===== config.mk =====
export PLATFORM = sky130hd
export DESIGN_NAME = trig_chain_resolver
export DESIGN_NICKNAME = d
export VERILOG_FILES = /design/src/rtl/trig_pkg.sv /design/src/rtl/trig_src_map.sv /design/src/rtl/trig_pair_eval.sv /design/src/rtl/trig_first_sel.sv /design/src/rtl/trig_chain_resolver.sv
export SDC_FILE = /design/constraint.sdc
export NUM_CORES = 1
export LEC_CHECK = 0
export BUFFER_PORTS_ARGS = -buffer_cell sky130_fd_sc_hd__buf_2
export CAP_MARGIN = 40
export CORE_MARGIN = 2
export CORE_UTILIZATION = 51
export DETAILED_ROUTE_END_ITERATION = 6
export GPL_TIMING_DRIVEN = 0
export PLACE_DENSITY = 0.84
export SLEW_MARGIN = 25
export SYNTH_ARGS = -nofsm -noshare
export SYNTH_HDL_FRONTEND = slang
export SYNTH_SLANG_ARGS = --single-unit

===== constraint.sdc =====
create_clock -name clk -period 2.6 [get_ports clk]
set_clock_uncertainty 0.2 [all_clocks]
set_input_delay 0.52 -clock clk [delete_from_list [all_inputs] [get_ports clk]]
set_output_delay 0.52 -clock clk [all_outputs]
set_load 0.02 [all_outputs]

===== src/rtl/trig_pkg.sv =====
package trig_pkg;
  localparam int NUM_PAIRS = 5;
  localparam int NUM_TRIG  = 2 * NUM_PAIRS;
  localparam int NUM_FETCH = 4;
  localparam int NUM_MEM   = NUM_TRIG - NUM_FETCH;

  typedef enum logic [2:0] {
    KIND_FF, KIND_SS, KIND_LL, KIND_FS, KIND_FL
  } pair_kind_e;

  typedef enum logic {SRC_FETCH, SRC_MEM} src_e;

  function automatic pair_kind_e kind_of_pair(input int p);
    case (p)
      0:       return KIND_FF;
      1:       return KIND_SS;
      2:       return KIND_LL;
      3:       return KIND_FS;
      default: return KIND_FL;
    endcase
  endfunction

  // Source side feeding trigger t, derived from its pair kind
  function automatic src_e src_of_trig(input int t);
    pair_kind_e k;
    k = kind_of_pair(t / 2);
    case (k)
      KIND_FF:          return SRC_FETCH;
      KIND_SS, KIND_LL: return SRC_MEM;
      default:          return (t % 2 == 0) ? SRC_FETCH : SRC_MEM;
    endcase
  endfunction

  // Bit position of trigger t within its source vector
  function automatic int src_pos(input int t);
    int n;
    n = 0;
    for (int j = 0; j < t; j++)
      if (src_of_trig(j) == src_of_trig(t)) n++;
    return n;
  endfunction
endpackage


===== src/rtl/trig_src_map.sv =====
module trig_src_map
  import trig_pkg::*;
(
  input  logic [NUM_FETCH-1:0] fetch_hit,
  input  logic [NUM_MEM-1:0]   mem_hit,
  output logic [NUM_TRIG-1:0]  trig_hit
);
  for (genvar t = 0; t < NUM_TRIG; t++) begin : g_slot
    localparam int POS = src_pos(t);
    if (src_of_trig(t) == SRC_FETCH) begin : g_fetch
      assign trig_hit[t] = fetch_hit[POS];
    end else begin : g_mem
      assign trig_hit[t] = mem_hit[POS];
    end
  end
endmodule


===== src/rtl/trig_pair_eval.sv =====
module trig_pair_eval #(
  parameter bit CHAIN_OK = 1'b1
) (
  input  logic [1:0] hit,
  input  logic [1:0] enable,
  input  logic [1:0] timing,
  input  logic       chain_req,
  output logic [1:0] fire_now,
  output logic [1:0] fire_late
);
  localparam logic ALLOW = CHAIN_OK;

  logic       chained;
  logic [1:0] armed;
  logic       both_ok;
  logic [1:0] fire;

  assign chained = chain_req & ALLOW;
  assign armed   = hit & enable;
  assign both_ok = armed[0] & armed[1] & (timing[0] == timing[1]);

  always_comb begin
    if (chained) fire = {2{both_ok}};
    else         fire = armed;
  end

  assign fire_now  = fire & ~timing;
  assign fire_late = fire &  timing;
endmodule


===== src/rtl/trig_first_sel.sv =====
module trig_first_sel #(
  parameter int W = 10
) (
  input  logic [W-1:0] vec,
  output logic [W-1:0] onehot,
  output logic         any
);
  assign onehot = vec & (~vec + {{(W-1){1'b0}}, 1'b1});
  assign any    = |vec;
endmodule


===== src/rtl/trig_chain_resolver.sv =====
module trig_chain_resolver
  import trig_pkg::*;
#(
  parameter int NO_CHAIN_PAIR = 1
) (
  input  logic                 clk,
  input  logic                 rst_n,
  input  logic                 instr_valid,
  input  logic                 flush,
  input  logic [NUM_FETCH-1:0] fetch_hit,
  input  logic [NUM_MEM-1:0]   mem_hit,
  input  logic [NUM_TRIG-1:0]  trig_timing,
  input  logic [NUM_TRIG-1:0]  trig_enable,
  input  logic [NUM_PAIRS-1:0] pair_chain,
  output logic                 trap_before,
  output logic                 trap_after,
  output logic [NUM_TRIG-1:0]  fired
);
  logic [NUM_TRIG-1:0] trig_hit;
  logic [NUM_TRIG-1:0] now_vec, late_vec;
  logic [NUM_TRIG-1:0] now_first, late_first;
  logic                now_any, late_any;

  trig_src_map u_map (
    .fetch_hit (fetch_hit),
    .mem_hit   (mem_hit),
    .trig_hit  (trig_hit)
  );

  for (genvar p = 0; p < NUM_PAIRS; p++) begin : g_pair
    trig_pair_eval #(.CHAIN_OK(p != NO_CHAIN_PAIR)) u_pair (
      .hit       (trig_hit[2*p+1:2*p]),
      .enable    (trig_enable[2*p+1:2*p]),
      .timing    (trig_timing[2*p+1:2*p]),
      .chain_req (pair_chain[p]),
      .fire_now  (now_vec[2*p+1:2*p]),
      .fire_late (late_vec[2*p+1:2*p])
    );
  end

  trig_first_sel #(.W(NUM_TRIG)) u_sel_now (
    .vec (now_vec), .onehot (now_first), .any (now_any)
  );
  trig_first_sel #(.W(NUM_TRIG)) u_sel_late (
    .vec (late_vec), .onehot (late_first), .any (late_any)
  );

  logic                pend_q, pend_d;
  logic [NUM_TRIG-1:0] pend_rec_q, pend_rec_d;
  logic                pend_en;
  logic                tb_d, ta_d;
  logic [NUM_TRIG-1:0] rec_d;
  logic                take;

  assign take    = instr_valid & ~flush;
  assign pend_en = instr_valid | flush;

  always_comb begin
    tb_d  = take & now_any;
    ta_d  = take & pend_q & ~now_any;
    if (tb_d)      rec_d = now_first;
    else if (ta_d) rec_d = pend_rec_q;
    else           rec_d = '0;

    if (flush) begin
      pend_d     = 1'b0;
      pend_rec_d = '0;
    end else begin
      pend_d     = late_any;
      pend_rec_d = late_first;
    end
  end

  always_ff @(posedge clk or negedge rst_n) begin
    if (!rst_n) begin
      pend_q     <= 1'b0;
      pend_rec_q <= '0;
    end else if (pend_en) begin
      pend_q     <= pend_d;
      pend_rec_q <= pend_rec_d;
    end
  end

  always_ff @(posedge clk or negedge rst_n) begin
    if (!rst_n) begin
      trap_before <= 1'b0;
      trap_after  <= 1'b0;
      fired       <= '0;
    end else begin
      trap_before <= tb_d;
      trap_after  <= ta_d;
      fired       <= rec_d;
    end
  end
endmodule


==> results of run 1 <==
[cell type report]
class                      instances  area [um2]  share of cell area
timing repair buffer              50         255               0.163
multi-input combinational         99         658               0.419
sequential                        23         576               0.367
inverter                           2        7.51             0.00478
tap                               28        35.0              0.0223
clock buffer                       4        26.3              0.0167
buffer                             1        11.3             0.00718
[cell families (layout without fill, tap and decap cells)]
kind of cell               after synthesis  in the layout
and+or+nand+nor                         57             57
AOI/OAI and AO/OA                       38             38
DFF                                     23             23
adders and majority gates                3              3
buffers and inverters                    3             57
muxes                                    1              1
[metrics by stage]
step           instances  instance area [um2]  total power, mW  hold slack (ns)
2_1_floorplan        125                 1250            0.434           0.0244
4_1_cts              207                 1570            0.650            0.261
5_1_grt              207                 1570            0.680            0.267
3_5_place_dp         202                 1530            0.494            0.276
3_3_place_gp         202                 1530            0.489            0.268
6_report             207                 1570            0.645            0.268
[power groups by stage]
stage	Sequential, mW	Combinational, mW	Clock, mW
after floorplan	0.377	0.0573	0
after global placement	0.373	0.116	0
after detailed placement	0.373	0.120	0
after CTS	0.366	0.122	0.162
after global routing	0.367	0.136	0.177
final	0.366	0.122	0.157
[final timing paths]
check / slack, ns / depth (start not counted) / to
hold reg to reg: 0.30 / 1 / pend_rec_q[4]$_DFFE_PN0P_
hold / removal: 0.27 / 2 / pend_q$_DFFE_PN0P_
max in group asynchronous: 1.36 / 2 / pend_rec_q[2]$_DFFE_PN0P_
setup / recovery: 0.56 / 7 / fired[5]$_DFF_PN0_
setup reg to reg: 1.29 / 4 / fired[5]$_DFF_PN0_
min in group asynchronous: 0.51 / 2 / pend_rec_q[6]$_DFFE_PN0P_
[registers in the layout, indices dropped and copies added, names as in the netlist]
signal and count:
fired 10, pend_rec_q 10, pend_q 1, trap_after 1
trap_before 1
[cells in the mapped netlist, types with 2 or more instances]
cell	number	area (um2)
nor3_1	3	15.0
nor2_1	10	37.5
inv_1	2	7.51
nand3b_1	8	60.1
a211oi_1	4	30.0
maj3_1	3	30.0
a22o_1	7	61.3
a21oi_1	12	60.1
and2_1	2	12.5
o21ai_0	3	15.0
a32o_2	3	33.8
nand3_1	11	55.1
nor2b_1	2	12.5
nand2_1	8	30.0
nand2b_1	2	12.5
dfrtp_1	23	576
nor3b_1	2	15.0
a21o_1	4	30.0
[layer usage]
metal / up-vias / global-route usage
met5: - / 0
met4: 0 / 0.0513
met3: 2 / 0.0361
met2: 44 / 0.370
met1: 547 / 0.296
li1: 590 / -
[repair_timing]
item / in CTS / in global routing
resized for setup: 0 / 0
hold endpoints to repair: 23 / 0
hold buffers: 1 / 0
==> flow_summary.ini, run 1 <==
[sta]
rsz0062_at_grt = false
post-route-min-period_ns = 2.04
finalHoldViolCount = 0
worst_pin_slew_ns = 0.554
min_period_over_period = 0.785
clock.fmax_ghz = 0.490
setup_violations = 0
max_slew_margin = 0.627
layout_setup_ws_ns = 0.559
slew_viol_final = 0
tns_ns = 0

[cells_and_area]
nets = 219
syn_to_final_growth_pct = 25.3
final_cell_mix = buf_2 (49), dfrtp_1 (23), a21oi_1 (12)
num-fill-cells = 175
layout_commonest_cell = buf_2
diodes = 0
final_util = 0.689
drive_gt1_frac = 0.352

[clocking]
cts_setup_buffers = 0
cts-root-buf = clkbuf_4
clockBufferDepth = 2
cts_tree = yes
cts_made_buffers = 3
path_clk_slew_ns = 0.12
htreeDepth = 1
clkSinkCount = 23
clkLatencyLatePin_ns = 0.29

[hold_path]
worstHoldStart = flush
holdCritPathClass = in2reg

[setup_path]
max_stage_delay_ns = 0.50
crit_arrival_ns = 2.08
cp-startpoint = trig_enable[3]
crit_slowest_cell = or4b_4
reg2reg_from = pend_q$_DFFE_PN0P_
cp.required_ns = 2.64
end_kind = register
start_kind = input pin
crit_type = in2reg
cp.buffers_inverters = 2
cp_top_family = simple AND/OR/NAND/NOR gates
crit_fanout = 10
critical_path.cell_chain = buf_2 -> and3b_2 -> nor2_2 -> or4b_4 -> nor4_4 -> buf_6 -> a22o_1

[power_and_ir_drop]
ir_drop_mv = 0.243
switching_share = 0.263
switchingPower_mw = 0.169
clockPowerShare = 0.244
seq_power_share = 0.568
leakage_nw = 0.820
internal-power_mw = 0.476
power.share.combinational = 0.189
powerDensity_mw_per_mm2 = 411

[route]
dr.pass1.iters = 4
drc = 0
drt-met1-wl_um = 1220
drt_iter0_markers = 37
wl_met3_um = 185
vias = 1183
drtAntennaViolNets = 0
routed_via_density = 5.71
highest_layer = met4
routedWlPerCell_um = 13.4
wl_met2_um = 1350
drt_wl_total_um = 2770

[synth]
ys_types = 34
ys_seq_area_frac = 0.460
syn_nets = 164
synth_adder_area_share = 0.0240
yosys-mux-area-fraction = 0.00799
yosysWarnings = 0
netlist_area_mm2 = 0.00125
synth_xor_area_frac = 0
yosys_register_bits = 23
yosys.area_share.simple = 0.275
netlist_instances = 125
synth_top_family_by_area = simple AND/OR/NAND/NOR gates
synth-compound-area-share = 0.219
syn_area_per_cell_um2 = 10.0
synth-main-ff-cell = dfrtp_1
synth-edff-count = 0
async_reset_ff_frac = 1.00

[placed_design]
dp_slack_ns = 0.244
dp_hpwl_um = 2250
io_buffers = 49
place.gp.congestion = 0.828

[global_routing]
grtUsageTotal = 0.220
grt_pass1_wl_um = 4570
grt_max_degree = 24
overflow = 0
antenna_found_initial = 0
grt_pass1_vias = 1029

[floorplan]
initial_core_util = 0.550
ioPinCount = 51
core_area_mm2 = 0.00228
dieArea_mm2 = 0.00287
die_w_um = 53.6
fp.dieH_um = 53.6
fp-row-count = 17

[outcome]
outcome = finished, final reports clean

[run]
cap_violations = 0
No activity file was read; power rests on OpenSTA's default activity.
==> inputs of run 2 (changes only) <==
--- a/config.mk
+++ b/config.mk
@@ -8,10 +8,10 @@
 export BUFFER_PORTS_ARGS = -buffer_cell sky130_fd_sc_hd__buf_2
 export CAP_MARGIN = 40
 export CORE_MARGIN = 2
-export CORE_UTILIZATION = 51
+export CORE_UTILIZATION = 43
 export DETAILED_ROUTE_END_ITERATION = 6
 export GPL_TIMING_DRIVEN = 0
-export PLACE_DENSITY = 0.84
+export PLACE_DENSITY = 0.75
 export SLEW_MARGIN = 25
 export SYNTH_ARGS = -nofsm -noshare
 export SYNTH_HDL_FRONTEND = slang
==> constraint.sdc (replaced) <==
create_clock -name clk -period 1.7 [get_ports clk]
set_clock_uncertainty 0.2 [all_clocks]
set_input_delay 0.34 -clock clk [delete_from_list [all_inputs] [get_ports clk]]
set_output_delay 0.34 -clock clk [all_outputs]
set_load 0.02 [all_outputs]
==> flow_summary.ini, run 2 (synthesis results as in run 1) <==
[setup_path]
start_kind = input pin
cp.required_ns = 1.77
crit_arrival_ns = 1.81
crit_type = in2reg
end_kind = register
crit_fanout = 5

[power_and_ir_drop]
powerDensity_mw_per_mm2 = 612
ir_drop_mv = 0.522
leakage_nw = 0.871

[cells_and_area]
nets = 224
fin_area_mm2 = 0.00169
diodes = 0
top_regs = fired (10), pend_rec_q (10)
num-fill-cells = 229
final_cell_mix = buf_2 (39), dfrtp_1 (23), buf_6 (11), nand3_1 (11), nor2_1 (10)
syn_to_final_growth_pct = 35.0
multiInputGateArea_um2 = 674
seq_area_um2 = 576
drive_gt1_frac = 0.391
layout_commonest_cell = buf_2

[global_routing]
grt_pass1_wl_um = 5620
overflow = 0
grtUsageTotal = 0.215
antenna_found_initial = 0
grt_max_degree = 24
grt_pass1_vias = 1258

[placed_design]
post_dp_cell_area_mm2 = 0.00154
dp_hpwl_um = 2480
dp_slack_ns = -0.365
io_buffers = 49
place.gp.congestion = 0.752

[route]
vias = 1266
drc = 0
drt_wl_total_um = 3440
routedWlPerCell_um = 16.0
drt_iter0_markers = 31
dr.pass1.iters = 4
drtAntennaViolNets = 0
routed_via_density = 5.89

[clocking]
cts_made_buffers = 3
cts-root-buf = clkbuf_4
htreeDepth = 1
path_clk_slew_ns = 0.13
cts_tree = yes
clkLatencyLatePin_ns = 0.31
clkSinkCount = 23
clockBufferDepth = 2

[run]
cap_violations = 0

[floorplan]
fp.dieH_um = 58.0
ioPinCount = 51
initial_core_util = 0.454
dieArea_mm2 = 0.00336
die_w_um = 58.0
core_area_mm2 = 0.00276
fp-row-count = 19

[outcome]
outcome = complete, but fails checks
violations = setup timing

[sta]
max_slew_margin = 0.571
layout_setup_ws_ns = -0.0487
setup_violations = 10
worst_pin_slew_ns = 0.638
min_period_over_period = 1.03
slew_viol_final = 0
post-route-min-period_ns = 1.75
rsz0062_at_grt = true
whs_ns = 0.0709
clock.fmax_ghz = 0.572
finalHoldViolCount = 0

[hold_path]
holdCritPathClass = in2reg
[run 2: worst paths after layout]
| check | endpoint | start | depth (start not counted) | slack (ns) |
|---|---|---|---|---|
| hold / removal | pend_q$_DFFE_PN0P_ | flush | 2 | 0.07 |
| max in group asynchronous | pend_rec_q[3]$_DFFE_PN0P_ | rst_n | 2 | 0.65 |
| setup / recovery | fired[8]$_DFF_PN0_ | trig_enable[3] | 7 | -0.05 |
| setup reg to reg | fired[8]$_DFF_PN0_ | pend_q$_DFFE_PN0P_ | 4 | 0.33 |
| hold reg to reg | pend_rec_q[4]$_DFFE_PN0P_ | pend_rec_q[4]$_DFFE_PN0P_ | 1 | 0.32 |
| min in group asynchronous | fired[7]$_DFF_PN0_ | rst_n | 2 | 0.31 |
[run 2: per-stage QoR]
stage	power (mW)	util	instances	setup TNS, ns
2_1_floorplan	0.664	-	125	-1.16
3_3_place_gp	0.748	0.557	205	-3.47
3_5_place_dp	0.758	0.557	205	-3.81
4_1_cts	1.02	0.588	214	-0.0916
5_1_grt	1.08	0.613	215	-1.02
6_report	1.03	0.613	215	-0.210
[run 2: per-layer routing]
layer | GRT usage | vias up | routed length [um]
li1 | - | 598 | -
met1 | 0.257 | 617 | 1390
met2 | 0.388 | 49 | 1830
met3 | 0.0469 | 2 | 203
met4 | 0.0565 | 0 | 19
met5 | 0 | - | 0
[run 2: area by class of cell]
cell class | instances | area share
Multi-Input combinational cell | 99 | 0.399
Sequential cell | 23 | 0.340
Timing Repair Buffer | 55 | 0.210
Tap cell | 31 | 0.0229
Clock buffer | 3 | 0.0133
Buffer | 1 | 0.00666
Inverter | 2 | 0.00444
Clock inverter | 1 | 0.00296
[run 2: power breakdown]
part / switching, mW / total (mW) / internal (mW)
clock network: 0.168 / 0.256 / 0.0881
registers: 0.00373 / 0.560 / 0.557
logic: 0.118 / 0.218 / 0.100
[run 2: critical path, stage by stage]
cell	delay, ns
buf_6	0.09
and3b_2	0.23
nor2_4	0.08
or4b_4	0.50
nor4_4	0.23
buf_4	0.21
a22o_1	0.14
[run 2: what timing repair did]
action	4_1_cts	5_1_grt
gates cloned	1	0
hold buffers	1	0
endpoints found under the setup margin	8	11
pin swaps	2	4
buffers inserted	3	1
endpoints found under the hold margin	23	0
resized for setup	4	11
